`config.mk`:
```
export PLATFORM = sky130hd
export DESIGN_NAME = spi_evt_unit
export DESIGN_NICKNAME = d
export VERILOG_FILES = /design/src/rtl/spi_evt_pkg.sv /design/src/rtl/spi_evt_fifo.sv /design/src/rtl/spi_evt_ctrl.sv /design/src/rtl/spi_evt_unit.sv
export SDC_FILE = /design/constraint.sdc
export NUM_CORES = 2
export LEC_CHECK = 0
export ABC_AREA = 0
export CELL_PAD_IN_SITES_DETAIL_PLACEMENT = 1
export CELL_PAD_IN_SITES_GLOBAL_PLACEMENT = 1
export CORE_MARGIN = 2
export CORE_UTILIZATION = 27
export CTS_CLUSTER_SIZE = 40
export DETAILED_ROUTE_END_ITERATION = 10
export GPL_ROUTABILITY_DRIVEN = 1
export HOLD_SLACK_MARGIN = 0.03
export PLACE_DENSITY = 0.52
export SYNTH_ARGS = -nofsm -noshare
export SYNTH_HDL_FRONTEND = slang
export SYNTH_HIERARCHICAL = 1
export SYNTH_SLANG_ARGS = --single-unit
```
`constraint.sdc`:
```
create_clock -name clk -period 4.35 [get_ports clk]
set_clock_uncertainty 0.15 [all_clocks]
set_input_delay 0.435 -clock clk [delete_from_list [all_inputs] [get_ports clk]]
set_output_delay 0.435 -clock clk [all_outputs]
set_load 0.05 [all_outputs]
```
`src/rtl/spi_evt_pkg.sv`:
```
package spi_evt_pkg;

  localparam int CNT_W = 6;
  localparam int THR_W = 6;

  typedef enum logic [2:0] {
    A_CFG  = 3'd0,
    A_EVT  = 3'd1,
    A_MASK = 3'd2,
    A_TXP  = 3'd3,
    A_RXP  = 3'd4
  } reg_addr_e;

  // event flags occupy bits 10:8 of the event and mask words
  localparam int FLAG_LSB = 8;

  function automatic logic rx_ne_fn(input logic [CNT_W-1:0] cnt,
                                    input logic [THR_W-1:0] thr,
                                    input logic tail);
    return (cnt > thr) || (tail && (cnt != '0));
  endfunction

  function automatic logic tx_nf_fn(input logic [CNT_W-1:0] cnt,
                                    input logic [THR_W-1:0] thr);
    return cnt < thr;
  endfunction

  function automatic logic [31:0] evt_word_fn(input logic [CNT_W-1:0] rxc,
                                              input logic [CNT_W-1:0] txc,
                                              input logic [2:0] flags);
    logic [31:0] w;
    w = '0;
    w[24 +: CNT_W] = rxc;
    w[16 +: CNT_W] = txc;
    w[FLAG_LSB +: 3] = flags;
    return w;
  endfunction

  function automatic logic [31:0] cfg_word_fn(input logic [THR_W-1:0] tx_thr,
                                              input logic [THR_W-1:0] rx_thr);
    logic [31:0] w;
    w = '0;
    w[8 +: THR_W] = tx_thr;
    w[0 +: THR_W] = rx_thr;
    return w;
  endfunction

endpackage

```
`src/rtl/spi_evt_fifo.sv`:
```
module spi_evt_fifo #(
  parameter int DEPTH = 32,
  parameter int LANES = 4,
  localparam int PW = $clog2(DEPTH),
  localparam int CW = $clog2(DEPTH + 1),
  localparam int NW = $clog2(LANES + 1)
) (
  input  logic               clk,
  input  logic               rst_n,
  input  logic [NW-1:0]      push_n,
  input  logic [LANES*8-1:0] push_data,
  input  logic [NW-1:0]      pop_n,
  output logic [LANES*8-1:0] head,
  output logic [CW-1:0]      count,
  output logic [CW-1:0]      free
);

  logic [7:0]    mem [DEPTH];
  logic [PW-1:0] wr_ptr;
  logic [PW-1:0] rd_ptr;
  logic [CW-1:0] cnt_q;

  always_ff @(posedge clk or negedge rst_n) begin
    if (!rst_n) begin
      wr_ptr <= '0;
      rd_ptr <= '0;
      cnt_q  <= '0;
    end else begin
      wr_ptr <= wr_ptr + PW'(push_n);
      rd_ptr <= rd_ptr + PW'(pop_n);
      cnt_q  <= cnt_q + CW'(push_n) - CW'(pop_n);
    end
  end

  always_ff @(posedge clk) begin
    for (int i = 0; i < LANES; i++) begin
      if (i < int'(push_n)) mem[wr_ptr + PW'(i)] <= push_data[i*8 +: 8];
    end
  end

  for (genvar g = 0; g < LANES; g++) begin : g_head
    assign head[g*8 +: 8] = mem[rd_ptr + PW'(g)];
  end

  assign count = cnt_q;
  assign free  = CW'(DEPTH) - cnt_q;

endmodule

```
`src/rtl/spi_evt_ctrl.sv`:
```
module spi_evt_ctrl
  import spi_evt_pkg::*;
(
  input  logic             clk,
  input  logic             rst_n,
  input  logic             cfg_we,
  input  logic             mask_we,
  input  logic             evt_we,
  input  logic [31:0]      wdata,
  input  logic [CNT_W-1:0] rx_cnt,
  input  logic [CNT_W-1:0] tx_cnt,
  input  logic             rx_last_acc,
  input  logic             tx_drop,
  output logic [31:0]      cfg_word,
  output logic [2:0]       mask_q,
  output logic [2:0]       evt_q,
  output logic [2:0]       evt_clr,
  output logic             ne_cond,
  output logic             nf_cond,
  output logic             irq
);

  logic [THR_W-1:0] rx_thr_q;
  logic [THR_W-1:0] tx_thr_q;
  logic             tail_q;
  logic [2:0]       evt_set;

  always_ff @(posedge clk or negedge rst_n) begin
    if (!rst_n) begin
      rx_thr_q <= THR_W'(3);
      tx_thr_q <= THR_W'(4);
    end else if (cfg_we) begin
      rx_thr_q <= wdata[0 +: THR_W];
      tx_thr_q <= wdata[8 +: THR_W];
    end
  end

  always_ff @(posedge clk or negedge rst_n) begin
    if (!rst_n)                mask_q <= '0;
    else if (mask_we)          mask_q <= wdata[FLAG_LSB +: 3];
  end

  // remembers that the transaction's final byte is sitting in the queue
  always_ff @(posedge clk or negedge rst_n) begin
    if (!rst_n)                tail_q <= 1'b0;
    else if (rx_last_acc)      tail_q <= 1'b1;
    else if (rx_cnt == '0)     tail_q <= 1'b0;
  end

  assign ne_cond = rx_ne_fn(rx_cnt, rx_thr_q, tail_q);
  assign nf_cond = tx_nf_fn(tx_cnt, tx_thr_q);
  assign evt_set = {tx_drop, ne_cond, nf_cond};
  assign evt_clr = evt_we ? wdata[FLAG_LSB +: 3] : 3'b000;

  always_ff @(posedge clk or negedge rst_n) begin
    if (!rst_n) evt_q <= '0;
    else        evt_q <= (evt_q & ~evt_clr) | evt_set;
  end

  assign irq      = |(evt_q & mask_q);
  assign cfg_word = cfg_word_fn(tx_thr_q, rx_thr_q);

endmodule

```
`src/rtl/spi_evt_unit.sv`:
```
module spi_evt_unit
  import spi_evt_pkg::*;
#(
  parameter int DEPTH = 32
) (
  input  logic        clk,
  input  logic        rst_n,
  input  logic        bus_cs,
  input  logic        bus_we,
  input  logic [2:0]  bus_addr,
  input  logic        bus_byte,
  input  logic [31:0] bus_wdata,
  output logic [31:0] bus_rdata,
  input  logic        eng_rx_push,
  input  logic [7:0]  eng_rx_data,
  input  logic        eng_rx_last,
  output logic        eng_rx_full,
  input  logic        eng_tx_pop,
  output logic [7:0]  eng_tx_data,
  output logic        eng_tx_avail,
  output logic        irq
);

  localparam int CW = $clog2(DEPTH + 1);
  localparam int NW = 3;

  // bus decode
  logic wr_acc, rd_acc;
  logic cfg_we, mask_we, evt_we, txp_we, rxp_re;
  assign wr_acc  = bus_cs &  bus_we;
  assign rd_acc  = bus_cs & ~bus_we;
  assign cfg_we  = wr_acc && (bus_addr == A_CFG);
  assign evt_we  = wr_acc && (bus_addr == A_EVT);
  assign mask_we = wr_acc && (bus_addr == A_MASK);
  assign txp_we  = wr_acc && (bus_addr == A_TXP);
  assign rxp_re  = rd_acc && (bus_addr == A_RXP);

  logic [NW-1:0] acc_bytes;
  assign acc_bytes = bus_byte ? NW'(1) : NW'(4);

  // receive side
  logic [NW-1:0] rx_push_n, rx_pop_n;
  logic [31:0]   rx_head;
  logic [CW-1:0] rx_cnt, rx_free;
  logic          rx_rd_ok, rx_rd_short, rx_last_acc;

  assign rx_push_n   = (eng_rx_push && rx_cnt != CW'(DEPTH)) ? NW'(1) : NW'(0);
  assign rx_last_acc = eng_rx_last && (rx_push_n != '0);
  assign rx_rd_ok    = rxp_re && (rx_cnt >= CW'(acc_bytes));
  assign rx_rd_short = rxp_re && !rx_rd_ok;
  assign rx_pop_n    = rx_rd_ok ? acc_bytes : NW'(0);
  assign eng_rx_full = (rx_cnt == CW'(DEPTH));

  spi_evt_fifo #(.DEPTH(DEPTH), .LANES(4)) u_rxq (
    .clk      (clk),
    .rst_n    (rst_n),
    .push_n   (rx_push_n),
    .push_data({24'h0, eng_rx_data}),
    .pop_n    (rx_pop_n),
    .head     (rx_head),
    .count    (rx_cnt),
    .free     (rx_free)
  );

  logic [31:0] rx_rd_data;
  always_comb begin
    rx_rd_data = '0;
    if (rx_rd_ok) begin
      if (bus_byte) rx_rd_data = {24'h0, rx_head[7:0]};
      else          rx_rd_data = {rx_head[7:0], rx_head[15:8], rx_head[23:16], rx_head[31:24]};
    end
  end

  // transmit side
  logic [NW-1:0] tx_push_n, tx_pop_n;
  logic [31:0]   tx_head, tx_lanes;
  logic [CW-1:0] tx_cnt, tx_free;
  logic          tx_fits, tx_drop;

  assign tx_fits   = tx_free >= CW'(acc_bytes);
  assign tx_drop   = txp_we && !tx_fits;
  assign tx_push_n = (txp_we && tx_fits) ? acc_bytes : NW'(0);
  assign tx_lanes  = bus_byte ? {24'h0, bus_wdata[7:0]}
                              : {bus_wdata[7:0], bus_wdata[15:8], bus_wdata[23:16], bus_wdata[31:24]};
  assign eng_tx_avail = (tx_cnt != '0);
  assign tx_pop_n  = (eng_tx_pop && eng_tx_avail) ? NW'(1) : NW'(0);
  assign eng_tx_data = tx_head[7:0];

  spi_evt_fifo #(.DEPTH(DEPTH), .LANES(4)) u_txq (
    .clk      (clk),
    .rst_n    (rst_n),
    .push_n   (tx_push_n),
    .push_data(tx_lanes),
    .pop_n    (tx_pop_n),
    .head     (tx_head),
    .count    (tx_cnt),
    .free     (tx_free)
  );

  // events, mask, thresholds
  logic [31:0] cfg_word;
  logic [2:0]  mask_q, evt_q, evt_clr;
  logic        ne_cond, nf_cond;
  logic [CNT_W-1:0] rx_cnt_w, tx_cnt_w;
  assign rx_cnt_w = CNT_W'(rx_cnt);
  assign tx_cnt_w = CNT_W'(tx_cnt);

  spi_evt_ctrl u_ctrl (
    .clk        (clk),
    .rst_n      (rst_n),
    .cfg_we     (cfg_we),
    .mask_we    (mask_we),
    .evt_we     (evt_we),
    .wdata      (bus_wdata),
    .rx_cnt     (rx_cnt_w),
    .tx_cnt     (tx_cnt_w),
    .rx_last_acc(rx_last_acc),
    .tx_drop    (tx_drop),
    .cfg_word   (cfg_word),
    .mask_q     (mask_q),
    .evt_q      (evt_q),
    .evt_clr    (evt_clr),
    .ne_cond    (ne_cond),
    .nf_cond    (nf_cond),
    .irq        (irq)
  );

  always_comb begin
    unique case (bus_addr)
      A_CFG:   bus_rdata = cfg_word;
      A_EVT:   bus_rdata = evt_word_fn(rx_cnt_w, tx_cnt_w, evt_q);
      A_MASK:  bus_rdata = {21'h0, mask_q, 8'h0};
      A_RXP:   bus_rdata = rx_rd_data;
      default: bus_rdata = '0;
    endcase
  end

endmodule

```
# Yosys cells after proc, flatten, opt, wreduce, memory -nomap -nowiden
# Memory sizes are Yosys's and may differ from the RTL's.
# Cells that the tools add are included.
# word_totals
regBits,51
ram_bits,512
mem_count,2
# classes
addsub,18
n_lt_le_gt_ge,12
n_eq_ne,6
n_mux,37
bitwise_logic,7
n_reduce_logical,24
# memory_table
name,words,width,rd,rd_ports_with_merged_regs,write_ports,line,rtl
u_rxq.mem,32,8,4,0,1,spi_evt_fifo.sv:18,logic [7:0] mem [DEPTH];
u_txq.mem,32,8,1,0,4,spi_evt_fifo.sv:18,
# ops
cell,n
$pmux W32 S4,1
$mux W32,3
$add A5 B2 Y5 const B,6
$mux W8,3
$reduce_or A8 Y1,3
$mux W1,23
$add A5 B1 Y5 const B,3
$mux W5,3
$ge A6 B3 Y1,2
$logic_and A1 B1 Y1,12
$mux W3,4
$reduce_bool A6 Y1,2
$add A5 B1 Y5,2
$add A5 B3 Y5,2
$add A6 B1 Y6,1
$add A6 B3 Y6,1
$and A3 B3 Y3,2
$eq A3 B2 Y1 const B,2
$eq A6 B6 Y1 const B,1
$gt A6 B6 Y1,1
$logic_not A6 Y1,1
$lt A1 B3 Y1 const A,2
$lt A2 B3 Y1 const A,2
$lt A6 B6 Y1,1
other kinds (18),21

# Longest topological paths before layout
# logic_depth
ltp_word,10
mapped_depth,17
depth_no_buf,15

# Cells and area by module
# The synthesis kept the hierarchy.
# by_module_without_submodules
module,instances,cells_each,area_each_um2,seq_area_each_um2
spi_evt_fifo at u_rxq,1,2492,26815.7,8087.8
spi_evt_fifo at u_txq,1,2512,26704.4,8087.8
spi_evt_unit,1,188,1552.7,0.0
spi_evt_ctrl,1,120,1167.4,479.2

# Worst setup path before layout
# No wires, ideal clock.
# synth_path
path_type,reg-to-output
startpoint,reg u_rxq.rd_ptr[0]
endpoint,out bus_rdata[16]
arrival_time_ps,4034
path_slack_ps,-269
stages_incl_launch_ff,16
path_buffers,6
path_cell_list,dfrtp_1 -> buf_2 -> buf_4 -> buf_4 -> buf_4 -> inv_1 -> ha_1 -> buf_4 -> buf_1 -> mux4_2 -> nand2_1 -> nand3_1 -> o221ai_1 -> o32ai_1 -> nand2b_1 -> o32ai_1
# synth_between
elab_chain_cells,5
# synth_lines
element,line,rtl
start: declaration,spi_evt_fifo.sv:20,logic [PW-1:0] rd_ptr;
start signal: assignment,spi_evt_fifo.sv:30,rd_ptr <= rd_ptr + PW'(pop_n);
$add A5 B1 Y5,spi_evt_fifo.sv:42,assign head[g*8 +: 8] = mem[rd_ptr + PW'(g)];
$mem_v2 Z32 W8,-,
named net rx_head[8],spi_evt_unit.sv:43,logic [31:0] rx_head;
$mux W32,spi_evt_unit.sv:69,"if (bus_byte) rx_rd_data = {24'h0, rx_head[7:0]};"
$mux W32,spi_evt_unit.sv:68,if (rx_rd_ok) begin
$pmux W32 S4,spi_evt_unit.sv:129,unique case (bus_addr)
end: declaration,spi_evt_unit.sv:13,"output logic [31:0] bus_rdata,"
# The timed path passes the listed nets, and every way through them passes these cells.

# Worst setup path in the final report
# layout_path
startpoint,reg u_txq.rd_ptr[0]
endpoint,out eng_tx_data[4]
# layout_between
elab_chain_cells,1
# layout_lines
element,line,rtl
start: declaration,spi_evt_fifo.sv:20,
start signal: assignment,spi_evt_fifo.sv:30,
$mem_v2 Z32 W8,-,
end: declaration,spi_evt_unit.sv:19,"output logic [7:0] eng_tx_data,"
# Every way passes these cells.

==> results.yml <==
routing:
  postRouteAntennaNets: 0
  detail_route.first_pass.iterations: 6
  wl_per_cell_microns: 37.45
  detail_route.drc_violations: 0
  postRouteWirelength_mm: 283.9
  drt_first_iter_violations: 7254
  viasPerCell: 6.278
  via_count: 47586
global_route:
  maximum_number_of_pins_on_one_net_before_global_route_repair: 52
  grt_pass1_vias: 45755
  grt_overflow_total: 0
  global_route_wire_length_before_repair_mm: 386.5
  gr-usage-all-layers_pct: 28.79
  grt_antenna_before_repair: 17
finish:
  stdcell_area_sq_um: 58720
  mostFrequentLayoutCells: "sky130_fd_sc_hd__nand2_1, sky130_fd_sc_hd__edfxtp_1, sky130_fd_sc_hd__mux2i_1"
  synthToLayoutAreaGrowth_pct: 17.01
  num-fill-cells: 20686
  total_number_of_nets_in_the_final_design: 5148
  final_common_cell: "sky130_fd_sc_hd__nand2_1"
  fraction_of_layout_instances_using_a_drive_strength_above_1_pct: 25.19
worst_hold_path:
  min_path_type: "primary input to async pin"
placement:
  portbufs: 93
  place_congestion: 0.9996
  pre_cts_slack_ns: 0.07636
  hpwl_mm: 204.7
  dpl-instance-area_sq_um: 55230
floorplan:
  io_pins: 94
  area_of_the_core_sq_um: 185000
  die_area_sq_um: 189300
  die_height_microns: 435.1
  rows: 158
  die_x_microns: 435.1
  floorplan.initialDensity_pct: 27.12
sta:
  timing.final.max_slew_violations: 91
  max_slew_margin_pct: -62.02
  layout_worst_path_cycle_share_pct: 100.6
  max_freq_ghz: 0.2286
  max_slew.worst_pin.slew_ns: 2.412
  rsz0062_at_grt: "yes"
  whs_ns: 0.2506
  setup_violations: 2
  period_minus_slack_ns: 4.374
  final_critical_path_setup_slack_ns: -0.02413
  final_hold_violation_count: 0
power:
  vdd_drop_max_v: 0.0004851
  powerDensity_nw_per_um2: 781.1
  total_power_w: 0.04586
  total_leakage_power_nw: 21.08
worst_setup_path:
  endpoint_kind: "output port"
  crit_path_cell_trace: "buf_12, buf_4, mux4_2, a22oi_1, a31oi_1, clkdlybuf4s50_1"
  critical_path_cell_count: 6
  worstSetupStartpoint: "u_txq/rd_ptr[0]"
  worst_path_largest_cell_delay_ns: 0.75
  worstPathArrival_ns: 3.79
  reg2regPathDepth: 13
  crit_type: "register to output port"
  crit_family: "buffers and inverters"
  cp-start-kind: "register"
  cp.required_ns: 3.76
  cpMaxStageDelayCell: "sky130_fd_sc_hd__clkdlybuf4s50_1"
  timing.rr.start: "u_txq/count[1]"
  worstPathBufferInverterCount: 3
  worst-path-max-fanout: 43
clock_network:
  cts.root.buffer_cell: "sky130_fd_sc_hd__clkbuf_16"
  cts_num_sinks: 563
  cts.clk_slew.worst_paths_ns: 0.07
  cts_buffer_depth: 3
  worst_skew_pair.late_latency_ns: 0.72
  h_tree_levels: 3
  cts_tree: "done"
  cts_buffer_count: 73
flow_run:
  max_cap_viol_count: 0
logic_synthesis:
  post_synth_inst_count: 4901
  syn-cell-area_sq_um: 50180
  syn_avg_cell_area_sq_um: 10.24
  synth_warnings: 6
outcome:
  failed_checks: "max-slew violations, negative setup slack"
  outcome: "complete, but fails checks"
[through the flow]
stage	TNS, ns	util (%)	std cells
floorplan	0	-	5049
global placement	-17.84	29.83	7396
detailed placement	0	29.85	7398
CTS	-0.1673	31.47	7548
global route	-0.07482	31.73	7575
finish	-0.03427	31.73	7580
[state kept, by name, indices dropped and copies added (netlist names)]
signal           flops
u_ctrl/mask_q        3
u_txq/wr_ptr         5
u_rxq/wr_ptr         5
u_rxq/rd_ptr         5
u_ctrl/tail_q        1
u_ctrl/rx_thr_q      6
u_ctrl/tx_thr_q      6
u_txq/rd_ptr         5
u_ctrl/evt_q         3
u_rxq/mem          256
u_rxq/count          6
u_txq/mem          256
u_txq/count          6
[routing by layer]
metal  global-route usage [%]  wire (microns)
met5                        0              48
met2                    41.84          118800
met4                    10.80           12120
met3                    8.485           34650
met1                    40.05          118200
[worst register-to-register path: cells and delay by family, from the launching register on]
kind	cells	cell delay, ns
xor+xnor	1	0.14
compound gates	2	0.28
fa+ha+maj	2	0.52
buf+inv	3	0.44
simple gates	5	1.86
flops	1	0.42
[worst paths after layout]
path	to	slack [ns]
worst max-delay path	eng_tx_data[4]	-0.02
worst max register to register	u_txq/mem[13][2]	0.17
worst min-delay path	u_ctrl/evt_q[1]	0.25
worst min register to register	u_ctrl/evt_q[0]	0.37
min in group clk	u_ctrl/evt_q[2]	0.26
max in group asynchronous	u_txq/wr_ptr[4]	3.07
[layout make-up]
cell class,instances,area [sq um],share of cell area [%]
flip-flops and latches,563,16670,28.40
diodes,6,15.01,0.02557
multi-input cells,3857,31740,54.05
clock buffers,85,1893,3.224
repair buffers,454,4528,7.711
well taps,2480,3103,5.284
inverters,88,335.3,0.5711
clock inverters,47,435.4,0.7415
[where the power goes]
part	switching, W	internal, W	total (W)	leakage [nW]
Combinational	0.0182	0.0116	0.0298	14.7
Clock	0.00281	0.00345	0.00625	1.13
Sequential	0.00203	0.00776	0.00979	5.23
Total	0.0231	0.0228	0.0459	21.1
[repair_timing]
action | in CTS | in global routing
hold buffers | 1 | 0
endpoints found under the setup margin | 37 | 150
resized for setup | 61 | 43
gates cloned | 8 | 4
hold endpoints to repair | 48 | 0
setup buffers | 9 | 22
pin swaps | 5 | 8
Power figures use the tool's default switching activity.
